## config.mk

```make
export PLATFORM = sky130hd
export DESIGN_NAME = ctb_timer
export DESIGN_NICKNAME = d
export VERILOG_FILES = /design/src/rtl/ctb_pkg.sv /design/src/rtl/ctb_div.sv /design/src/rtl/ctb_count.sv /design/src/rtl/ctb_regs.sv /design/src/rtl/ctb_timer.sv
export SDC_FILE = /design/constraint.sdc
export NUM_CORES = 1
export LEC_CHECK = 0
export BUFFER_PORTS_ARGS = -buffer_cell sky130_fd_sc_hd__clkbuf_2
export CORE_AREA = 2 2 142 144
export DETAILED_ROUTE_END_ITERATION = 16
export DIE_AREA = 0 0 144 146
export PLACE_DENSITY = 0.51
export SYNTH_ARGS = -nofsm -noshare
export SYNTH_HDL_FRONTEND = slang
export SYNTH_HIERARCHICAL = 1
export SYNTH_SLANG_ARGS = --single-unit
```

## constraint.sdc

```tcl
create_clock -name clk -period 3.11 [get_ports clk]
set_input_delay 0 -clock clk [delete_from_list [all_inputs] [get_ports clk]]
set_output_delay 0 -clock clk [all_outputs]
set_load 0.1 [all_outputs]
```

## src/rtl/ctb_pkg.sv

```systemverilog
// Package: shared types and register map for the timer time-base.
// Assumes a word-addressed register port; widths below are fixed by the map.
package ctb_pkg;

    typedef enum logic [1:0] {
        MODE_EDGE  = 2'b00,
        MODE_CDOWN = 2'b01,
        MODE_CUP   = 2'b10,
        MODE_CBOTH = 2'b11
    } cmode_t;

    typedef struct packed {
        logic       mirror;
        logic [1:0] div;
        logic       buffered;
        cmode_t     mode;
        logic       run;
    } ctrl_t;

    localparam int          ADDR_W  = 3;
    localparam int          RDATA_W = 32;
    localparam logic [2:0]  A_CTRL  = 3'd0;
    localparam logic [2:0]  A_STAT  = 3'd1;
    localparam logic [2:0]  A_CNT   = 3'd2;
    localparam logic [2:0]  A_RLD   = 3'd3;
    localparam logic [2:0]  A_CMP   = 3'd4;

endpackage

```

## src/rtl/ctb_div.sv

```systemverilog
// Module: sampling strobe divider.
// Runs freely from reset; emits one strobe every 1, 2 or 4 cycles.
// Assumes the phase counter width covers the largest ratio.
module ctb_div #(
    parameter int PH_W = 2
) (
    input  logic       clk,
    input  logic       rst_n,
    input  logic [1:0] div_sel,
    output logic       sample_en
);
    logic [PH_W-1:0] phase;
    logic [PH_W-1:0] mask;

    // Phase counter advances every clock since reset.
    always_ff @(posedge clk) begin
        if (!rst_n) phase <= '0;
        else        phase <= phase + 1'b1;
    end

    // Pick the low bits that must be zero for a strobe; code 11 acts as 00.
    always_comb begin
        case (div_sel)
            2'b01:   mask = PH_W'(1);
            2'b10:   mask = PH_W'(3);
            default: mask = '0;
        endcase
    end

    assign sample_en = ((phase & mask) == '0);

    AST_DIV2_ALTERNATE: assert property (@(posedge clk) disable iff (!rst_n)
        (div_sel == 2'b01 && sample_en) |=> (!sample_en || div_sel != 2'b01));

endmodule

```

## src/rtl/ctb_count.sv

```systemverilog
// Module: counter and direction state.
// Handles single-direction wrap or reload and center-aligned turnaround.
// Raises an update event at each wrap or turn, and a slope-gated compare hit.
// Assumes the limit and compare inputs are already the active values.
module ctb_count
    import ctb_pkg::*;
#(
    parameter int CNT_W = 16
) (
    input  logic             clk,
    input  logic             rst_n,
    input  logic             run,
    input  cmode_t           mode,
    input  logic [CNT_W-1:0] top,
    input  logic [CNT_W-1:0] cmp,
    input  logic             dir_wr,
    input  logic             dir_wdata,
    input  logic             cnt_wr,
    input  logic [CNT_W-1:0] cnt_wdata,
    output logic [CNT_W-1:0] cnt,
    output logic             dir_down,
    output logic             upd_evt,
    output logic             cmp_hit
);
    logic [CNT_W-1:0] nxt_cnt;
    logic             nxt_dir;
    logic             center;
    logic             slope_ok;

    assign center = (mode != MODE_EDGE);

    // Next count, next slope and update event for an enabled cycle.
    always_comb begin
        nxt_cnt = cnt;
        nxt_dir = dir_down;
        upd_evt = 1'b0;
        if (run) begin
            if (!center) begin
                if (!dir_down) begin
                    if (cnt >= top) begin nxt_cnt = '0; upd_evt = 1'b1; end
                    else            nxt_cnt = cnt + 1'b1;
                end else begin
                    if (cnt == '0) begin nxt_cnt = top; upd_evt = 1'b1; end
                    else           nxt_cnt = cnt - 1'b1;
                end
            end else if (top == '0) begin
                nxt_cnt = '0;
                upd_evt = 1'b1;
            end else if (!dir_down) begin
                if (cnt >= top) begin
                    nxt_cnt = cnt - 1'b1; nxt_dir = 1'b1; upd_evt = 1'b1;
                end else nxt_cnt = cnt + 1'b1;
            end else begin
                if (cnt == '0) begin
                    nxt_cnt = CNT_W'(1); nxt_dir = 1'b0; upd_evt = 1'b1;
                end else nxt_cnt = cnt - 1'b1;
            end
        end
    end

    // Slope qualification of a compare match per mode.
    always_comb begin
        case (mode)
            MODE_CDOWN: slope_ok = dir_down;
            MODE_CUP:   slope_ok = !dir_down;
            default:    slope_ok = 1'b1;
        endcase
    end

    assign cmp_hit = run && (cnt == cmp) && slope_ok;

    // Counter register: a software write overrides counting.
    always_ff @(posedge clk) begin
        if (!rst_n)      cnt <= '0;
        else if (cnt_wr) cnt <= cnt_wdata;
        else             cnt <= nxt_cnt;
    end

    // Direction register: software owns it only in single-direction mode.
    always_ff @(posedge clk) begin
        if (!rst_n)                dir_down <= 1'b0;
        else if (dir_wr && !center) dir_down <= dir_wdata;
        else                       dir_down <= nxt_dir;
    end

    AST_EDGE_UP_WRAP: assert property (@(posedge clk) disable iff (!rst_n)
        (run && !center && !dir_down && cnt >= top && !cnt_wr) |=> (cnt == '0));
    AST_CENTER_TURN_DOWN: assert property (@(posedge clk) disable iff (!rst_n)
        (run && center && !dir_down && top != '0 && cnt >= top) |=> dir_down);
    AST_FREEZE_COUNT: assert property (@(posedge clk) disable iff (!rst_n)
        (!run && !cnt_wr) |=> $stable(cnt));

endmodule

```

## src/rtl/ctb_regs.sv

```systemverilog
// Module: register file and read mux.
// Holds control, flags, pending and active limit, and compare value.
// Enforces the mode-change lock and set-over-clear on the flags.
// Assumes single-cycle synchronous writes and combinational reads.
module ctb_regs
    import ctb_pkg::*;
#(
    parameter int CNT_W = 16
) (
    input  logic               clk,
    input  logic               rst_n,
    input  logic               bus_sel,
    input  logic               bus_wr,
    input  logic               bus_wide,
    input  logic [ADDR_W-1:0]  bus_addr,
    input  logic [CNT_W-1:0]   bus_wdata,
    output logic [RDATA_W-1:0] bus_rdata,
    input  logic [CNT_W-1:0]   cnt,
    input  logic               dir_down,
    input  logic               upd_evt,
    input  logic               cmp_hit,
    output ctrl_t              ctrl,
    output logic [CNT_W-1:0]   top_act,
    output logic [CNT_W-1:0]   cmp_val,
    output logic               dir_wr,
    output logic               dir_wdata,
    output logic               cnt_wr,
    output logic [CNT_W-1:0]   cnt_wdata,
    output logic               upd_flag,
    output logic               cmp_flag
);
    localparam int HALF_W = RDATA_W / 2;

    logic             wr_any, wr_ctrl, wr_stat, wr_rld, wr_cmp;
    logic [CNT_W-1:0] top_pend;
    cmode_t           req_mode;
    logic             mode_locked;
    logic [RDATA_W-1:0] rd_full;

    assign wr_any  = bus_sel && bus_wr;
    assign wr_ctrl = wr_any && (bus_addr == A_CTRL);
    assign wr_stat = wr_any && (bus_addr == A_STAT);
    assign cnt_wr  = wr_any && (bus_addr == A_CNT);
    assign wr_rld  = wr_any && (bus_addr == A_RLD);
    assign wr_cmp  = wr_any && (bus_addr == A_CMP);

    assign cnt_wdata = bus_wdata;
    assign dir_wr    = wr_ctrl;
    assign dir_wdata = bus_wdata[1];
    assign req_mode  = cmode_t'(bus_wdata[3:2]);
    assign mode_locked = ctrl.run && (ctrl.mode == MODE_EDGE) && (req_mode != MODE_EDGE);

    // Control fields; a locked mode request keeps the old mode.
    always_ff @(posedge clk) begin
        if (!rst_n) ctrl <= '0;
        else if (wr_ctrl) begin
            ctrl.run      <= bus_wdata[0];
            ctrl.buffered <= bus_wdata[4];
            ctrl.div      <= bus_wdata[6:5];
            ctrl.mirror   <= bus_wdata[7];
            if (!mode_locked) ctrl.mode <= req_mode;
        end
    end

    // Pending and active limit with optional buffering.
    always_ff @(posedge clk) begin
        if (!rst_n) begin
            top_pend <= '0;
            top_act  <= '0;
        end else begin
            if (upd_evt && ctrl.buffered) top_act <= top_pend;
            if (wr_rld) begin
                top_pend <= bus_wdata;
                if (!ctrl.buffered) top_act <= bus_wdata;
            end
        end
    end

    // Compare value, loaded directly.
    always_ff @(posedge clk) begin
        if (!rst_n)      cmp_val <= '0;
        else if (wr_cmp) cmp_val <= bus_wdata;
    end

    // Flags: event sets, written zero clears, set wins.
    always_ff @(posedge clk) begin
        if (!rst_n) begin
            upd_flag <= 1'b0;
            cmp_flag <= 1'b0;
        end else begin
            if (upd_evt)                      upd_flag <= 1'b1;
            else if (wr_stat && !bus_wdata[0]) upd_flag <= 1'b0;
            if (cmp_hit)                      cmp_flag <= 1'b1;
            else if (wr_stat && !bus_wdata[1]) cmp_flag <= 1'b0;
        end
    end

    // Read mux, then clip the upper half for narrow reads.
    always_comb begin
        rd_full = '0;
        case (bus_addr)
            A_CTRL: rd_full = RDATA_W'({ctrl.mirror, ctrl.div, ctrl.buffered,
                                        ctrl.mode, dir_down, ctrl.run});
            A_STAT: rd_full = RDATA_W'({cmp_flag, upd_flag});
            A_CNT:  rd_full = {ctrl.mirror && upd_flag, {(RDATA_W-1-CNT_W){1'b0}}, cnt};
            A_RLD:  rd_full = RDATA_W'(top_pend);
            A_CMP:  rd_full = RDATA_W'(cmp_val);
            default: rd_full = '0;
        endcase
        bus_rdata = bus_wide ? rd_full : {{HALF_W{1'b0}}, rd_full[HALF_W-1:0]};
    end

    AST_MODE_LOCK: assert property (@(posedge clk) disable iff (!rst_n)
        (wr_ctrl && ctrl.run && ctrl.mode == MODE_EDGE && req_mode != MODE_EDGE)
        |=> (ctrl.mode == MODE_EDGE));
    AST_UPD_FLAG_SET: assert property (@(posedge clk) disable iff (!rst_n)
        upd_evt |=> upd_flag);
    AST_PRELOAD_HOLD: assert property (@(posedge clk) disable iff (!rst_n)
        (ctrl.buffered && !upd_evt) |=> $stable(top_act));

endmodule

```

## src/rtl/ctb_timer.sv

```systemverilog
// Module: timer time-base top.
// Joins the register file, the counter and the strobe divider.
// Assumes CNT_W is at most 31 so that bit 31 stays free for the flag.
module ctb_timer
    import ctb_pkg::*;
#(
    parameter int CNT_W = 16
) (
    input  logic               clk,
    input  logic               rst_n,
    input  logic               bus_sel,
    input  logic               bus_wr,
    input  logic               bus_wide,
    input  logic [ADDR_W-1:0]  bus_addr,
    input  logic [CNT_W-1:0]   bus_wdata,
    output logic [RDATA_W-1:0] bus_rdata,
    output logic               irq_update,
    output logic               irq_compare,
    output logic               sample_en
);
    ctrl_t            ctrl;
    logic [CNT_W-1:0] top_act, cmp_val, cnt, cnt_wdata;
    logic             dir_down, upd_evt, cmp_hit, dir_wr, dir_wdata, cnt_wr;

    ctb_regs #(.CNT_W(CNT_W)) u_regs (
        .clk(clk), .rst_n(rst_n), .bus_sel(bus_sel), .bus_wr(bus_wr),
        .bus_wide(bus_wide), .bus_addr(bus_addr), .bus_wdata(bus_wdata),
        .bus_rdata(bus_rdata), .cnt(cnt), .dir_down(dir_down),
        .upd_evt(upd_evt), .cmp_hit(cmp_hit), .ctrl(ctrl), .top_act(top_act),
        .cmp_val(cmp_val), .dir_wr(dir_wr), .dir_wdata(dir_wdata),
        .cnt_wr(cnt_wr), .cnt_wdata(cnt_wdata), .upd_flag(irq_update),
        .cmp_flag(irq_compare)
    );

    ctb_count #(.CNT_W(CNT_W)) u_count (
        .clk(clk), .rst_n(rst_n), .run(ctrl.run), .mode(ctrl.mode),
        .top(top_act), .cmp(cmp_val), .dir_wr(dir_wr), .dir_wdata(dir_wdata),
        .cnt_wr(cnt_wr), .cnt_wdata(cnt_wdata), .cnt(cnt),
        .dir_down(dir_down), .upd_evt(upd_evt), .cmp_hit(cmp_hit)
    );

    ctb_div #(.PH_W(2)) u_div (
        .clk(clk), .rst_n(rst_n), .div_sel(ctrl.div), .sample_en(sample_en)
    );

endmodule

```

== Word-level counts from Yosys, hierarchy flattened ==
Index checks and enable logic that the tools add are counted.

* Order comparisons: 1
* Mux-type cells: 33
* Add/sub/neg operators: 3
* Eq/ne operators: 10
* Bitwise operators: 2
* Reductions and logical operators: 33

{| class="wikitable"
|+ Operators with widths
! cell !! count
|-
| 16-bit two-way mux || 13
|-
| 32-bit case mux with 5 select lines || 1
|-
| 16-bit logical NOT || 2
|-
| 32-bit two-way mux || 1
|-
| 16-bit by 1-bit adder with 16-bit output (second input constant) || 1
|-
| 16-bit equality test || 1
|-
| 16-bit >= comparator || 1
|-
| 1-bit two-way mux || 16
|-
| 16-bit by 1-bit subtractor with 16-bit output (second input constant) || 1
|-
| 1-bit logical AND || 15
|-
| 2-bit nonzero test || 7
|-
| 3-bit by 2-bit equality test with 1-bit output (second input constant) || 2
|-
| 2-bit by 1-bit equality test with 1-bit output (second input constant) || 2
|-
| 2-bit equality test (second input constant) || 2
|-
| 1-bit logical NOT || 4
|-
| 2-bit logical NOT || 2
|-
| 2-bit case mux with 2 select lines || 1
|-
| 3-bit by 1-bit equality test with 1-bit output (second input constant) || 1
|-
| 3-bit equality test (second input constant) || 1
|-
| 3-bit logical NOT || 1
|-
| 3-bit AND reduction || 1
|-
| 2-bit by 1-bit adder with 2-bit output (second input constant) || 1
|-
| 2-bit bitwise AND || 1
|-
| 2-bit inequality test (second input constant) || 1
|-
| other kinds (3) || 3
|}

* Word-level logic and storage cells: 95
* Bits in registers: 76
* Output and inout port bits: 35

== Logic depth before layout (Yosys ltp) ==
Gate-level depths: netlist of run 1.

* Word-level depth: 10
* Depth in mapped cells: 14
* Gate-level depth less buffers: 11

== Modules after synthesis ==
Netlist of run 1, hierarchy kept.

{| class="wikitable"
|+ Modules (own cells, without submodules)
! module !! times used !! cells each !! area each (sq um)
|-
| ctb_regs || 1 || 343 || 3091.7
|-
| ctb_count || 1 || 360 || 2581.2
|-
| ctb_div || 1 || 9 || 91.3
|}

== Worst setup path after synthesis of run 1 ==
No wires, ideal clock.

* Kind: register to register
* Start point: register u_count.cnt[0]
* End point: register u_regs.top_act[10]
* Required time: 2979 ps
* Data arrival time: 3032 ps
* Path slack: -53 ps
* Cell stages (with the launch flop): 15
* Library setup time: 131 ps
* Path buffers: 3
* Cells stage by stage: dfxtp_1 > buf_2 > inv_1 > ha_1 > nand2b_1 > a2111oi_0 > or4b_4 > nand3_2 > buf_2 > a21oi_1 > nor2b_1 > nand2_2 > clkbuf_1 > mux2i_1 > a21oi_2

* Cells in the longest elaborated chain, start to end: 10
* Elaborated cells between the ends (all ways): 12
* Classes of those cells: order compare: 1; mux: 9; reduce/logical: 2

{| class="wikitable"
|+ RTL lines
! what !! RTL line !! text
|-
| start: declaration || ctb_count.sv:20 || <nowiki>output logic [CNT_W-1:0] cnt,</nowiki>
|-
| start signal: assignment || ctb_count.sv:75 || <nowiki>else if (cnt_wr) cnt <= cnt_wdata;</nowiki>
|-
| start signal: assignment || ctb_count.sv:76 || <nowiki>else cnt <= nxt_cnt;</nowiki>
|-
| 16-bit >= comparator or 16-bit logical NOT (tied branches) || -- ||
|-
| 1-bit two-way mux, on equally long branches || -- ||
|-
| 1-bit two-way mux (*) || ctb_count.sv:39, ctb_count.sv:49 ||
|-
| 1-bit two-way mux || ctb_count.sv:46 || <nowiki>end else if (top == '0) begin</nowiki>
|-
| 1-bit two-way mux (*) || ctb_count.sv:38 || <nowiki>if (!center) begin</nowiki>
|-
| 1-bit two-way mux (*) || ctb_count.sv:37 || <nowiki>if (run) begin</nowiki>
|-
| via upd_evt || ctb_timer.sv:23 || <nowiki>logic dir_down, upd_evt, cmp_hit, dir_wr, dir_wdata, cnt_wr;</nowiki>
|-
| 1-bit logical AND (*) || ctb_regs.sv:71 || <nowiki>if (upd_evt && ctrl.buffered) top_act <= top_pend;</nowiki>
|-
| 16-bit two-way mux (*) || ctb_regs.sv:71 ||
|-
| 16-bit two-way mux || ctb_regs.sv:74 || <nowiki>if (!ctrl.buffered) top_act <= bus_wdata;</nowiki>
|-
| 16-bit two-way mux (*) || ctb_regs.sv:72 || <nowiki>if (wr_rld) begin</nowiki>
|-
| end signal: assignment || ctb_regs.sv:71 ||
|-
| end signal: assignment || ctb_regs.sv:74 ||
|-
| end: declaration || ctb_regs.sv:23 || <nowiki>output logic [CNT_W-1:0] top_act,</nowiki>
|}

Mark *: on every way through the listed nets, which the timed path passes. The rest lies on a longest branch.
A chain may end at the register's enable or synchronous reset.

== Final worst setup path of run 1 ==
* Start point: register u_regs.top_act[13]
* End point: register u_count.cnt[1]

* Cells in the longest elaborated chain, start to end: 7
* Elaborated cells between the ends (all ways): 10
* Classes of those cells: order compare: 1; mux: 8; reduce/logical: 1

{| class="wikitable"
|+ RTL lines
! what !! RTL line !! text
|-
| 16-bit >= comparator || ctb_count.sv:40, ctb_count.sv:50 ||
|-
| 16-bit two-way mux || ctb_count.sv:50 || <nowiki>if (cnt >= top) begin</nowiki>
|-
| 16-bit two-way mux || ctb_count.sv:49 || <nowiki>end else if (!dir_down) begin</nowiki>
|-
| 16-bit two-way mux || ctb_count.sv:46 ||
|-
| 16-bit two-way mux (*) || ctb_count.sv:38 ||
|-
| 16-bit two-way mux (*) || ctb_count.sv:37 ||
|-
| 16-bit two-way mux (*) || ctb_count.sv:75 ||
|}

Every way passes the cells marked *; elsewhere a longest branch is shown, timed or not. The select of a mux whose other input is x is not followed.

==> impl_metrics.toml, run 1 <==
[drt]
routed_via_density = 5.35
num_vias = 5486
top_layer = "met4"
drt-met1-wl_um = 9210
drt_iter0_drc = 487
wl_met3_um = 1250
drc = 0
wirelength_um = 19800
wl_per_cell_um = 19.3
first_pass_iters = 5
ant_nets = 0
route.met2.wl_um = 8880

[place]
hpwl_um = 14900
port_buffers = 43
placed_cells = 1000
gp_congestion = 0.874

[global_routing]
grt-ovfl-total = 0
grt_pass1_vias = 5150
grt_first_pass_wirelength_um = 31000
gr-usage-all-layers_pct = 19.3
antenna_found_initial = 0
grt_max_degree = 67

[synth]
synth-main-ff-cell = "dfxtp_1"
synth_seq_area_share_pct = 26.4
synth_top_area_share_pct = 26.4
synth_top_family_by_area = "simple AND/OR/NAND/NOR gates"
synth_most_common_cell = "nand2_1"
synthArstFlopShare_pct = 0
synth_seq_cells = 76
synth_edf_count = 0
ys_top_cells_by_area = "dfxtp_1 (26%), mux2i_1 (12%), nand2_1 (5.7%)"
synth_fa_ha_area_share_pct = 4.99
synth_area_leader_cell = "dfxtp_1"
syn_inst = 712
yosys.area_share.simple_pct = 20.4
synth_area_um2 = 5760
yosys_warnings = 6
synth_compound_area_share_pct = 19.5
synth_xor_area_share_pct = 5.77
ys_types = 74
muxShareOfSynthArea_pct = 12.5
synth_common_cells = "nand2_1 (88), dfxtp_1 (76), mux2i_1 (71), a21oi_1 (40), clkbuf_1 (38)"
avgSynthCellArea_um2 = 8.10

[critical_path]
slowest_delay_ns = 0.51
startpoint_type = "flop"
reg2regPathDepth = 10
reg2reg_slack_ns = 0.35
cp_data_arrival_time_ns = 3.04
cp_slowest_cell = "or4b_4"
worstPathMaxFanout = 14
cp.required_ns = 3.39
worstSetupPathType = "reg -> reg"
path_cells = "inv_1 > ha_1 > nand4_1 > nor3_2 > or4b_4 > nand3_2 > buf_4 > nand2_1 > or3_1 > a31oi_1"
cp-end-kind = "flop"
r2r_end = "u_count/cnt[1]"
rr_startpoint = "u_regs/top_act[13]"
startpoint = "u_regs/top_act[13]"

[timing]
relSlewSlack_pct = 43.9
rsz0062_at_grt = "no"
setup_viol = 0
final-hold-violation-count = 0
period_needed_ns = 2.76
post-route-period-util_pct = 88.7
final_max_slew_viol_count = 0
setup_tns_ns = 0
fin_skew_ns = 0.00589
worst_slew_pin_slew_ns = 0.841
max_freq_ghz = 0.362

[floorplanning]
design.die.area_um2 = 21000
placementRows = 51
coreArea_um2 = 19300
die_h_um = 146
die_w_um = 144
initial_core_util_pct = 29.8
ioPinCount = 59

[final_layout]
nFillCells = 2023
drive_gt1_share_pct = 18.7
finalNonFillerCells = 1026
n_antenna_cell = 0
fin_nets = 803
syn_to_final_growth_pct = 16.3

[clock_network]
cts_buffers = 9
htree_levels = 3
cts_setup_buffers = 0
cts_tree = "yes"
ctsLongestPathBuffers = 2
cts_root_buf = "clkbuf_16"
clock-sinks = 76
clock_latency_ns = 0.35
clk_transition_reported_paths_ns = 0.06

[power_and_ir_drop]
irDropWorstVdd_mv = 0.254
power_frac_seq_pct = 36.8
pwr-share-clk_pct = 40.3
leakagePower_nw = 2.66
switchingPower_uw = 885
sw_frac_of_total_pct = 32.3
intPower_mw = 1.86
p_per_area_nw_per_um2 = 409
pwr-share-comb_pct = 22.8

[worst_hold_path]
min_from = "bus_wdata[6]"
hold_path.class = "in -> reg"
min_delay_path_depth = 3
hold_end = "u_regs/ctrl[5]"

[run_status]
status = "completed"

[run]
drv_cap = 0
[how the worst max path moves through the flow]
| stage | slack (ns) | cells after the start | end |
|---|---|---|---|
| 6_report | 0.35 | 10 | u_count/cnt[1] |
| 5_1_grt | 0.16 | 13 | u_regs/top_act[1] |
| 3_5_place_dp | 0.40 | 10 | u_count/cnt[1] |
| 4_1_cts | 0.39 | 10 | u_count/cnt[1] |
| 2_1_floorplan | 0.14 | 14 | u_regs/top_act[10] |
| 3_3_place_gp | 0.43 | 10 | u_count/cnt[1] |
[placed cells by master, fill, tap and decap left out, drive strengths merged, types with 5 or more instances in the layout]
cell type | synthesis | final
o21ai | 31 | 31
buf | 50 | 54
nor3b | 9 | 9
nand3b | 9 | 9
mux2i | 71 | 71
xnor2 | 33 | 33
xor2 | 5 | 5
nand2b | 7 | 7
o211ai | 7 | 7
dlygate4sd3 | 0 | 10
o41ai | 17 | 17
nor3 | 9 | 9
nand2 | 89 | 89
dfxtp | 76 | 76
o22ai | 10 | 10
a221oi | 7 | 7
a211oi | 6 | 6
nand4 | 11 | 11
inv | 28 | 28
ha | 23 | 23
nand3 | 14 | 14
clkbuf | 38 | 55
a21oi | 50 | 50
nor2 | 35 | 35
conb | 1 | 15
nor4 | 11 | 11
and2 | 5 | 5
a31oi | 7 | 7
[critical path: cells and delay by family, from the launching register on]
family / cells / cell delay, ns
flops: 1 / 0.38
fa+ha+maj: 1 / 0.31
compound gates: 1 / 0.15
simple gates: 6 / 1.57
buf+inv: 2 / 0.28
[flip-flops by register name, summed over array words and instances (netlist names)]
| signal | count |
|---|---|
| u_regs/top_pend | 16 |
| u_regs/top_act | 16 |
| u_regs/upd_flag | 1 |
| u_regs/ctrl | 7 |
| u_regs/cmp_flag | 1 |
| u_count/cnt | 16 |
| u_div/phase | 2 |
| u_count/dir_down | 1 |
| u_regs/cmp_val | 16 |
[layer usage]
layer	up-vias	GRT usage [%]
li1	2615	-
met1	2610	27.6
met2	229	29.2
met3	32	2.44
met4	0	7.99
met5	-	0
[through the flow]
stage	setup WS (ns)	hold WS [ns]	instance area [um2]	power [mW]	utilization, %
floorplan	0.145	0.122	5820	1.48	-
global route	0.164	0.0221	6710	2.84	34.7
CTS	0.386	0.00240	6710	2.75	34.7
finish	0.351	0.0161	6710	2.74	34.7
detailed placement	0.403	0.332	6300	1.63	32.6
global placement	0.427	0.317	6300	1.64	32.6
[layout make-up]
class,count,area (um2),share of cell area [%]
Clock buffer,12,256,3.83
Clock inverter,4,47.5,0.709
Inverter,28,105,1.57
Multi-Input combinational cell,534,3710,55.3
Sequential cell,76,1520,22.7
Tap cell,265,332,4.94
Timing Repair Buffer,107,733,10.9
[cell families after synthesis]
family | after synthesis
flip-flops | 76
AND/OR/NAND/NOR | 223
multiplexers | 72
adder cells (fa/ha/maj) | 23
XOR/XNOR | 38
other | 1
AO/OA/AOI/OAI | 163
buffers and inverters | 116
[repair_timing]
item                                   in CTS  in global routing
gates resized for setup                     0                  0
hold buffers                               10                  0
setup endpoints to repair                   0                  0
endpoints found under the hold margin      18                  0
[power by group through the flow]
| stage | sequential, mW | clock (mW) | combinational [mW] |
|---|---|---|---|
| finish | 1.01 | 1.11 | 0.626 |
| detailed placement | 1.03 | 0 | 0.600 |
| floorplan | 1.03 | 0 | 0.454 |
| global placement | 1.03 | 0 | 0.605 |
| CTS | 1.01 | 1.12 | 0.613 |
| global route | 1.01 | 1.16 | 0.670 |
Power figures use the tool's default switching activity.
==> run 2: changes to the inputs <==
- ABC_AREA: default -> 1
- CORE_AREA: 2 2 142 144 -> 2 2 144 146
- DIE_AREA: 0 0 144 146 -> 0 0 146 148
==> run 2 against run 1 <==
  * Clock power fell by 10%
  * Synthesized area rose by 2.1%
  * Worst setup slack got worse by 0.0028 ns
  * Via count rose by 11%
  * Largest cell class unchanged
  * Highest routed layer unchanged
==> impl_metrics.toml, run 2 <==
[global_routing]
met2_usage_pct = 30.6
gr-usage-all-layers_pct = 19.1
met1_usage_pct = 26.5
grt_pass1_vias = 5746
use_met3_pct = 2.50
grt_max_degree = 33
grt-ovfl-total = 0
grt_first_pass_wirelength_um = 32300
antenna_found_initial = 0
busiest_layer = "met2"

[timing]
final_max_slew_viol_count = 0
relSlewSlack_pct = 30.8
setup_viol = 0
worst_slew_pin_slew_ns = 1.04
post-route-period-util_pct = 88.8
setup_tns_ns = 0
rsz0062_at_grt = "no"
final-hold-violation-count = 0
max_freq_ghz = 0.362
whs_ns = 0.0207
period_needed_ns = 2.76
fin_skew_ns = 0.0129

[final_layout]
n_antenna_cell = 0
final_cell_mix = "nand2_1 (248), nor2_1 (114), inv_1 (104), dfxtp_1 (76), nand3_1 (58)"
syn_to_final_growth_pct = 11.7
fin_nets = 1009
mostFrequentLayoutCell = "nand2_1"
drive_gt1_share_pct = 13.5
nFillCells = 2281

[drt]
routed_via_density = 4.92
first_pass_iters = 5
drt_iter0_drc = 505
drc = 0
wl_per_cell_um = 16.5
ant_nets = 0
num_vias = 6090
wirelength_um = 20500

[clock_network]
cts_tree = "yes"
cts_buffers = 9
cts_root_buf = "clkbuf_16"
cts_setup_buffers = 0
htree_levels = 3
clock_latency_ns = 0.34
clock-sinks = 76
clk_transition_reported_paths_ns = 0.07
ctsLongestPathBuffers = 2

[critical_path]
worstPathMaxFanout = 26
cp_data_arrival_time_ns = 3.03
cp_slowest_cell = "dfxtp_1"
critical_path.most_common_cell = "nand2_1"
startpoint_type = "flop"
path_cells = "ha_1 > nand2_1 > nor2_1 > nor2_1 > nand2_1 > nand2_1 > nand2_1 > nand2_1 > nand3_2 > inv_1 > nand2_1 > nand3_1 > inv_1 > nand2_4 > nand2_1 > o21ai_0 > inv_1 > nand2_1 > nand2_1 > nor2_1"
cp-end-kind = "flop"
slowest_delay_ns = 0.56
worst-path-buf-inv = 3
worstSetupPathType = "reg -> reg"
crit_family = "simple AND/OR/NAND/NOR gates"
cp.required_ns = 3.37

[power_and_ir_drop]
irDropWorstVdd_mv = 0.223
leakagePower_nw = 3.02
p_per_area_nw_per_um2 = 397

[synth]
ys_top_cells_by_area = "dfxtp_1 (26%), nand2_1 (16%), nor2_1 (7.3%)"
synth_common_cells = "nand2_1 (248), nor2_1 (114), inv_1 (104), dfxtp_1 (76), nand3_1 (58)"
synth_edf_count = 0
synth-main-ff-cell = "dfxtp_1"
synthArstFlopShare_pct = 0
syn_inst = 928
synth_seq_cells = 76
yosys_warnings = 6
synth_top_area_share_pct = 25.9
synth_area_um2 = 5890
synth_most_common_cell = "nand2_1"
synth_seq_area_share_pct = 25.9
ys_types = 49
synth_area_leader_cell = "dfxtp_1"
avgSynthCellArea_um2 = 6.34

[place]
hpwl_um = 15500
port_buffers = 43
gp_congestion = 0.964

[floorplanning]
ioPinCount = 59
initial_core_util_pct = 29.4
coreArea_um2 = 20000
die_h_um = 148
die_w_um = 146
design.die.area_um2 = 21600
placementRows = 52

[worst_hold_path]
hold_path.class = "in -> reg"

[run]
drv_cap = 0

[run_status]
status = "completed"
==> run 2: area by class of cell <==
| cell class | count | area [um2] | area share (%) |
|---|---|---|---|
| clock inverter | 6 | 37.5 | 0.571 |
| sequential | 76 | 1520 | 23.1 |
| inverter | 110 | 413 | 6.28 |
| multi-input combinational | 689 | 3540 | 53.9 |
| timing repair buffer | 76 | 483 | 7.35 |
| clock buffer | 10 | 239 | 3.63 |
| tap | 270 | 338 | 5.14 |
==> run 2: final timing paths <==
kind | from | endpoint | slack (ns) | cells after the start
worst min-delay path | bus_wdata[1] | u_regs/top_act[1] | 0.02 | 3
worst max register to register | u_count/cnt[1] | u_regs/top_act[9] | 0.35 | 20
worst max-delay path | u_count/cnt[1] | u_regs/top_act[9] | 0.35 | 20
worst min register to register | u_div/phase[0] | u_div/phase[0] | 0.46 | 1
==> run 2: metrics by stage <==
step	instance area [um2]	worst slack [ns]	power [mW]	utilization, %	std cells
floorplan	5940	0.699	1.49	-	942
detailed placement	6210	0.285	1.62	31.0	1213
finish	6580	0.348	2.61	32.8	1237
CTS	6570	0.245	2.63	32.8	1237
global route	6580	0.141	2.73	32.8	1237
global placement	6210	0.284	1.62	31.0	1213
==> run 2: kinds of logic after synthesis <==
group	count (synthesis)	share of synthesized area, %
flip-flops	76	25.9
XOR/XNOR	26	3.87
buffers and inverters	177	14.9
other	1	0.0637
AO/OA/AOI/OAI	142	13.8
AND/OR/NAND/NOR	483	36.6
adder cells (fa/ha/maj)	23	4.89
==> run 2: tightest hold or removal path: stages <==
cell,delay (ns)
clkbuf_2,0.15
nor2_1,0.12
nor2_1,0.05
==> run 2: timing repair <==
action                     CTS  global route
setup endpoints to repair    0             2
gates resized for setup      0             1
hold buffers                 8             0
hold endpoints to repair    14             0
==> run 2: report_power, final <==
part	total, mW	switching [mW]	internal [mW]
Combinational	0.594	0.434	0.160
Sequential	1.02	0.0224	0.997
Clock	0.998	0.437	0.561
==> run 2: routing by layer <==
| layer | vias up | share of wire [%] |
|---|---|---|
| li1 | 2999 | - |
| met1 | 2801 | 46 |
| met2 | 263 | 46 |
| met3 | 27 | 6.6 |
| met4 | 0 | 2.0 |
| met5 | - | 0 |
==> run 3: changes to the inputs <==
- ABC_AREA: 1 -> default
- CORE_AREA: 2 2 144 146 -> 2 2 142 144
- DIE_AREA: 0 0 146 148 -> 0 0 144 146
- PLACE_DENSITY: 0.51 -> 0.5
- RECOVER_POWER: default -> 50
- clock period: 3.11 -> 2.9 ns (I/O delays scaled with it)
==> run 3 against run 2 <==
  * The flow now finishes with violations (capacitance limit, slew limit)
  * Combinational power grew 19%
  * Via count is 9.1% lower
  * Sequential power grew 6%
  * Highest routed layer unchanged
  * Flip-flop and latch count stayed put
  * Worst setup slack worse by 0.21 ns
==> impl_metrics.toml, run 3 (same netlist as run 1, synthesis figures left out) <==
[timing]
whs_ns = 0.00143
period_needed_ns = 2.76
post-route-period-util_pct = 95.1
setup_viol = 0
fin_skew_ns = 0.00649
final-hold-violation-count = 0
max_freq_ghz = 0.363
worst_slew_pin_slew_ns = 1.60
rsz0062_at_grt = "yes"
relSlewSlack_pct = -6.60
final_max_slew_viol_count = 82

[final_layout]
fin_nets = 818
finalNonFillerCells = 1041
syn_to_final_growth_pct = 18.9
mostFrequentLayoutCell = "nand2_1"
final_cell_mix = "nand2_1 (88), dfxtp_1 (76), mux2i_1 (71), buf_4 (65)"
utilization_pct = 35.4
n_antenna_cell = 0
drive_gt1_share_pct = 19.8

[global_routing]
antenna_found_initial = 0
grt_max_degree = 82
grt_first_pass_wirelength_um = 30500
grt_pass1_vias = 5221
gr-usage-all-layers_pct = 18.9
grt-ovfl-total = 0

[critical_path]
path_cells = "inv_1 > ha_1 > a21oi_1 > o21ai_1 > a2111oi_1 > buf_4 > nand3_2 > a21oi_2 > nor2b_1 > nand2_2 > buf_12 > mux2i_1 > a21oi_2"
worst-path-buf-inv = 3
cp.required_ns = 3.11
cp_data_arrival_time_ns = 2.97
cp-end-kind = "flop"
cp_slowest_cell = "a2111oi_1"
worstPathMaxFanout = 10
startpoint_type = "flop"
worstSetupPathType = "reg -> reg"
critical_path.most_common_cell = "a21oi_2"
crit_family = "compound AO/OA/AOI/OAI gates"
slowest_delay_ns = 0.42

[run]
drv_cap = 1

[run_status]
violations = "capacitance limit, slew limit"
status = "finished, violations left"

[drt]
first_pass_iters = 5
ant_nets = 0
num_vias = 5533
wirelength_um = 20000
wl_per_cell_um = 19.2
drt_iter0_drc = 368
routed_via_density = 5.32
drc = 0

[power_and_ir_drop]
leakagePower_nw = 2.72
p_per_area_nw_per_um2 = 444
irDropWorstVdd_mv = 0.223

[place]
port_buffers = 43
hpwl_um = 14900
placed_cells = 1015
gp_congestion = 0.864

[floorplanning]
die_h_um = 146
placementRows = 51
design.die.area_um2 = 21000
coreArea_um2 = 19300
die_w_um = 144
ioPinCount = 59
initial_core_util_pct = 29.8

[clock_network]
clock-sinks = 76
cts_root_buf = "clkbuf_16"
clock_latency_ns = 0.34
cts_buffers = 9
htree_levels = 3
cts_setup_buffers = 0
ctsLongestPathBuffers = 2
clk_transition_reported_paths_ns = 0.06
cts_tree = "yes"

[worst_hold_path]
hold_path.class = "in -> reg"
run 3: area by class of cell:
type,instances,area (um2)
fillers,2047,12500
clock buffers,10,239
well taps,265,332
inverters,28,105
flip-flops and latches,76,1520
clock inverters,6,86.3
repair buffers,122,852
multi-input cells,534,3720
run 3: per-layer routing:
| layer | wire length [um] | global-route usage (%) | vias up | part of all wire (%) |
|---|---|---|---|---|
| met5 | 0 | 0 | - | 0 |
| met1 | 9120 | 26.0 | 2674 | 46 |
| met3 | 1230 | 3.42 | 23 | 6.2 |
| met4 | 382 | 5.20 | 0 | 1.9 |
| li1 | - | - | 2635 | - |
| met2 | 9240 | 30.3 | 201 | 46 |
run 3: worst reg2reg max path, stage by stage (launching register included):
cell	delay [ns]
dfxtp_1	0.33
inv_1	0.05
ha_1	0.30
a21oi_1	0.18
o21ai_1	0.16
a2111oi_1	0.42
buf_4	0.20
nand3_2	0.10
a21oi_2	0.19
nor2b_1	0.09
nand2_2	0.13
buf_12	0.17
mux2i_1	0.23
a21oi_2	0.09
run 3: timing repair:
| item | 4_1_cts | 5_1_grt |
|---|---|---|
| endpoints found under the setup margin | 0 | 16 |
| hold buffers | 10 | 0 |
| gates resized for setup | 0 | 4 |
| hold endpoints to repair | 23 | 0 |
run 3: path summary, 6_finish.rpt:
path / cells past startpoint / end / slack [ns] / from
max reg2reg: 13 / u_regs/top_act[0] / 0.14 / u_regs/top_act[11]
min: 3 / u_regs/ctrl[5] / 0.001 / bus_wdata[6]
min reg2reg: 2 / u_regs/top_pend[9] / 0.48 / u_regs/top_pend[9]
max: 13 / u_regs/top_act[0] / 0.14 / u_regs/top_act[11]
run 3: through the flow:
step | area, um2 | power (mW) | setup WS (ns) | TNS [ns]
6_report | 6850 | 3.04 | 0.143 | 0
5_1_grt | 6850 | 3.16 | -0.00479 | -0.00479
4_1_cts | 6850 | 3.05 | 0.0656 | 0
3_5_place_dp | 6430 | 1.78 | 0.0788 | 0
3_3_place_gp | 6430 | 1.78 | 0.0897 | 0
2_1_floorplan | 5830 | 1.59 | 0.0349 | 0
run 3: where the power goes:
| part | internal, mW | switching [mW] |
|---|---|---|
| clock network | 0.778 | 0.479 |
| registers | 1.06 | 0.0153 |
| logic | 0.245 | 0.460 |
